[src/rtl/xreg_tri.sv]
module xreg_tri #(
  parameter int XLEN = 32,
  parameter int NREG = 32,
  localparam int IW = $clog2(NREG)
) (
  input  logic                 clk,
  input  logic                 rst,
  input  logic                 dst_we,
  input  logic [IW-1:0]        dst_idx,
  input  logic [XLEN-1:0]      dst_data,
  input  logic [IW-1:0]        src1_idx,
  input  logic                 src1_oe,
  output logic [XLEN-1:0]      src1_data,
  input  logic [IW-1:0]        src2_idx,
  input  logic                 src2_oe,
  output logic [XLEN-1:0]      src2_data,
  output logic [NREG*XLEN-1:0] led_view
);

  logic [XLEN-1:0] copy_a [NREG];
  logic [XLEN-1:0] copy_b [NREG];
  logic [XLEN-1:0] copy_v [NREG];

  for (genvar i = 0; i < NREG; i++) begin : g_reg
    if (i == 0) begin : g_zero
      assign copy_a[i] = '0;
      assign copy_b[i] = '0;
      assign copy_v[i] = '0;
    end else begin : g_store
      logic hit;
      assign hit = dst_we && (dst_idx == IW'(i));
      always_ff @(posedge clk) begin
        if (rst) begin
          copy_a[i] <= '0;
          copy_b[i] <= '0;
          copy_v[i] <= '0;
        end else if (hit) begin
          copy_a[i] <= dst_data;
          copy_b[i] <= dst_data;
          copy_v[i] <= dst_data;
        end
      end
    end
    assign led_view[i*XLEN +: XLEN] = copy_v[i];
  end

  assign src1_data = src1_oe ? copy_a[src1_idx] : '0;
  assign src2_data = src2_oe ? copy_b[src2_idx] : '0;

endmodule

[config.mk]
export PLATFORM = sky130hd
export DESIGN_NAME = xreg_tri
export DESIGN_NICKNAME = d
export VERILOG_FILES = /design/src/rtl/xreg_tri.sv
export SDC_FILE = /design/constraint.sdc
export NUM_CORES = 2
export LEC_CHECK = 0
export ABC_AREA = 1
export CAP_MARGIN = 10
export CELL_PAD_IN_SITES_DETAIL_PLACEMENT = 0
export CELL_PAD_IN_SITES_GLOBAL_PLACEMENT = 2
export CORE_MARGIN = 3
export CORE_UTILIZATION = 30
export CTS_BUF_LIST = sky130_fd_sc_hd__clkbuf_8
export CTS_CLUSTER_DIAMETER = 150
export CTS_CLUSTER_SIZE = 12
export DETAILED_ROUTE_END_ITERATION = 10
export PLACE_DENSITY_LB_ADDON = 0.1
export SETUP_SLACK_MARGIN = 0.02
export SYNTH_ARGS = -nofsm -noshare
export SYNTH_HDL_FRONTEND = slang
export SYNTH_SLANG_ARGS = --single-unit
[constraint.sdc]
create_clock -name clk -period 5.4 [get_ports clk]
set_clock_uncertainty 0.1 [all_clocks]
set_input_delay 1.08 -clock clk [delete_from_list [all_inputs] [get_ports clk]]
set_output_delay 1.08 -clock clk [all_outputs]
set_load 0.02 [all_outputs]
* Word-level counts from Yosys, hierarchy flattened
Cells that the tools add are included.
** Storage, ports and cells
- Register bits :: 992
- Latch bits :: 0
- Bits in writable memories :: 0
- Bits in read-only memories :: 0
- Input bits :: 52
- Output and inout port bits :: 1088
- Logic and storage cells :: 105
- Memories :: 0
** Operators by class
- $add $sub $neg :: 0
- Multipliers :: 0
- Div/mod/pow operators :: 0
- Order comparisons :: 2
- Eq/ne operators :: 31
- Shift-type cells :: 0
- Muxes and demuxes :: 8
- Bitwise gates (word level) :: 2
- Reduce and logical (&&, ||, !) cells :: 31
** Operator list (number)
- binary-select mux 32 bit (select 5 bit) :: 2
- 2-to-1 mux 32 bit :: 6
- equality test 5 bit (second input constant) :: 16
- equality test 5 x 4 -> 1 bit (second input constant) :: 8
- logical AND 1 bit :: 31
- equality test 5 x 3 -> 1 bit (second input constant) :: 4
- >= comparator 6 bit (second input constant) :: 2
- inverter 5 -> 6 bit :: 2
- equality test 5 x 2 -> 1 bit (second input constant) :: 2
- equality test 5 x 1 -> 1 bit (second input constant) :: 1

* Logic depth before layout (Yosys ltp)
- Depth in word-level cells :: 5
- Depth in mapped cells :: 12

* Worst setup path after synthesis
No wires, ideal clock.
- Path kind :: input to output
- Start point :: in src1_idx[0]
- End point :: out src1_data[21]
- Data arrival time :: 2367 ps
- Required time :: 4220 ps
- Slack :: 1853 ps
- Stages on the path :: 11
- Path buffers :: 3
- Path through :: buf_2 > buf_2 > clkbuf_1 > nand2_1 > nand3_1 > nand2_1 > nand2_1 > nand3_1 > nand3_1 > nand2_1 > nor2_1
** On the way
- Word-level cells in the longest chain between the ends :: 5
** RTL lines
- start, declared :: RTL line 11 : input logic [IW-1:0] src1_idx,
- inverter 5 -> 6 bit (not written as such) :: RTL line 47 : assign src1_data = src1_oe ? copy_a[src1_idx] : '0;
- binary-select mux 32 bit (select 5 bit) :: RTL line 47
- 2-to-1 mux 32 bit (not written as such) (2 in a row) :: RTL line 47
- 2-to-1 mux 32 bit :: RTL line 47
- end, declared :: RTL line 13 : output logic [XLEN-1:0] src1_data,
Every way passes these cells. The select of a mux whose other input is x is not followed.

* Worst setup path in the final report
- Start point :: in src2_idx[1]
- End point :: out src2_data[19]
** On the way
- Word-level cells in the longest chain between the ends :: 5
** RTL lines
- start, declared :: RTL line 14 : input logic [IW-1:0] src2_idx,
- inverter 5 -> 6 bit (not written as such) :: RTL line 48 : assign src2_data = src2_oe ? copy_b[src2_idx] : '0;
- binary-select mux 32 bit (select 5 bit) :: RTL line 48
- 2-to-1 mux 32 bit (not written as such) (2 in a row) :: RTL line 48
- 2-to-1 mux 32 bit :: RTL line 48
- end, declared :: RTL line 16 : output logic [XLEN-1:0] src2_data,
Every way passes these cells. The select of a mux whose other input is x is not followed.

==> flow_metrics.py <==
metrics = {
    "route": {
        "ant_nets": 0,
        "route.detailed.drc": 0,
        "drt-vias-per-instance": 5.49,
        "drt_first_pass_iters": 8,
        "routed_wl_mm": 373,
        "vias": 66700,
        "wl_per_cell_um": 30.7,
        "drt-initial-drc-count": 7668,
    },
    "timing": {
        "rsz0062_at_grt": "false",
        "tns_ns": 0,
        "timing.fmax_ghz": 0.187,
        "drv_slew": 0,
        "setup_slack_ns": 0.0636,
        "fin_crit_ns": 5.34,
        "worst_pin_slew_ns": 1.30,
        "finalSetupViolations": 0,
        "slew_headroom_pct": 13.3,
        "holdWs_ns": 0.399,
        "hold_violations": 0,
        "fin_crit_sh_pct": 98.8,
    },
    "critical_path": {
        "critical_path.max_stage_delay_ns": 0.83,
        "cp-start-kind": "input pin",
        "worst_setup_path_end_kind": "output port",
        "crit_buf_inv": 4,
        "cpMaxStageDelayCell": "nor2_1",
        "path_class": "in -> out",
        "required_ns": 4.22,
        "arrival_ns": 4.16,
        "crit_top_cell": "nor2_1",
        "path_delay_family": "simple AND/OR/NAND/NOR gates",
        "worst-path-max-fanout": 51,
        "path_cells": "buf_8, inv_8, buf_4, o211ai_1, nand2_1, nor2_1, nor2_1, nor2_1, nor2_1, clkdlybuf4s50_1",
    },
    "synthesis": {
        "ys_seq_area_share_pct": 35.2,
        "synth_commonest_cells": "nand2_1 (2446), nand3_1 (1513), nor2_1 (1180)",
        "netlist_top_cells_area": "dfxtp_1 (35%), nand2_1 (16%), nand3_1 (13%)",
        "postSynthCellCount": 9086,
        "synth_cell_type_count": 20,
        "synth-main-ff-cell": "dfxtp_1",
        "synth_top_area_share_pct": 35.2,
        "synth.avg_cell_area_um2": 6.22,
        "ys_ff_latch": 992,
        "synth-async-reset-ratio_pct": 0,
        "synth_edf_count": 0,
        "yosysTopAreaCell": "dfxtp_1",
        "synth_area_mm2": 0.0565,
        "yosysWarnings": 0,
        "synth_most_common_cell": "nand2_1",
    },
    "final_layout": {
        "area_growth_pct": 25.5,
        "drive_gt1_share_pct": 4.22,
        "finalNonFillerCells": 12100,
        "num-nets-final": 9697,
        "nFillCells": 20100,
        "largest_reg_flops": 992,
    },
    "pwr": {
        "pwr-share-seq_pct": 49.0,
        "swShare_pct": 35.3,
        "powerDensity_mw_per_mm2": 216,
        "p_clk_share_pct": 29.9,
        "power_mw": 15.3,
        "internal_power_mw": 9.88,
        "switchingPower_mw": 5.40,
        "combPwrFrac_pct": 21.0,
        "peakVddDrop_v": 0.000153,
        "total_leakage_power_nw": 28.3,
    },
    "floorplan": {
        "fp-row-count": 158,
        "core_mm2": 0.186,
        "die_h_um": 440,
        "start_util_pct": 30.3,
        "top_level_ports": 1140,
        "die_area_mm2": 0.194,
        "die_w_um": 440,
    },
    "global_routing": {
        "grt_max_degree": 125,
        "grt_pass1_vias": 60800,
        "grt_overflow": 0,
        "antenna_found_initial": 18,
        "grt_pass1_wl_mm": 509,
        "track_usage_pct": 36.8,
    },
    "cts": {
        "post_cts_resized": 0,
        "clock_latency_ns": 0.88,
        "cts_made_buffers": 92,
        "cts_hold_repair.buffers": 0,
        "postCtsSetupRepairBufs": 0,
        "cts_root_buf": "clkbuf_8",
        "cts.sinks": 992,
        "cts_buffer_depth": 3,
        "clkSlewWorstSetupHoldPaths_ns": 0.09,
        "tritoncts": "done",
        "htreeDepth": 3,
    },
    "run_status": {
        "run_status": "complete, no violations",
    },
    "placed_design": {
        "placed_cells": 12000,
        "numPortBuffers": 1107,
        "hpwl_mm": 265,
        "place_ws_ns": 0.285,
        "gp_routability_congestion": 0.933,
    },
    "min_path": {
        "min_path_type": "reg -> reg",
    },
    "flow_run": {
        "cap_violations": 0,
    },
}
## cell usage in the layout (no fill, tap or decap), drive strengths merged
cell type,synthesis,routed
a211oi,786,786
a21oi,265,265
buf,394,255
clkbuf,488,101
clkdlybuf4s50,0,1059
conb,1,32
dfxtp,992,992
diode,0,12
inv,807,807
nand2,2450,2450
nand3,1515,1515
nand4,8,8
nor2,1188,1188
o211ai,133,133
o21ai,59,59
## routing by layer
metal  up-vias  share of wire (%)  GRT usage [%]  wire, um
met1     32000                 41           47.4    153000
met3       632                7.9           6.68     29500
met5         -             0.0029              0        11
li1      30700                  -              -         -
met4         2                7.6           23.7     28300
met2      3380                 43           56.5    162000
## metrics by stage
step	util [%]	cell area [um^2]
2_1_floorplan	-	56600
3_3_place_gp	37.3	69500
3_5_place_dp	37.3	69500
4_1_cts	38.0	70800
5_1_grt	38.1	70900
6_report	38.1	70900
## path summary, 6_finish.rpt
path,startpoint,endpoint,slack (ns),cells past startpoint
worst min register to register,led_view[594],led_view[594],0.40,2
worst max-delay path,src2_idx[1],src2_data[19],0.06,10
worst max register to register,led_view[710],led_view[710],4.20,2
worst min-delay path,led_view[594],led_view[594],0.40,2
## layout make-up
type	instances	area, um^2	share of cell area, %
Multi-Input combinational cell	6436	30200	42.6
Inverter	807	3080	4.34
Tap cell	2480	3100	4.38
Sequential cell	992	19900	28.0
Antenna cell	12	30.0	0.0424
Clock buffer	99	1360	1.92
Timing Repair Buffer	1316	13300	18.7
## logic make-up after synthesis
| family | after synthesis | share of synthesized area (%) |
|---|---|---|
| AO/OA/AOI/OAI | 1243 | 15.1 |
| buffers and inverters | 1689 | 12.0 |
| flip-flops | 992 | 35.2 |
| other | 1 | 0.00664 |
| AND/OR/NAND/NOR | 5161 | 37.8 |
## worst reg2reg max path, stage by stage, from the launching register on
cell and delay, ns:
dfxtp_1 0.76, nand2_1 0.11, a21oi_1 0.16
## power by group through the flow
stage / clock [mW] / sequential (mW) / combinational (mW)
floorplan: 0 / 7.73 / 1.60
global placement: 0 / 7.66 / 3.14
detailed placement: 0 / 7.66 / 3.15
CTS: 4.66 / 7.49 / 3.16
global route: 4.88 / 7.50 / 3.37
finish: 4.57 / 7.49 / 3.22
No activity file was read; power rests on OpenSTA's default activity.
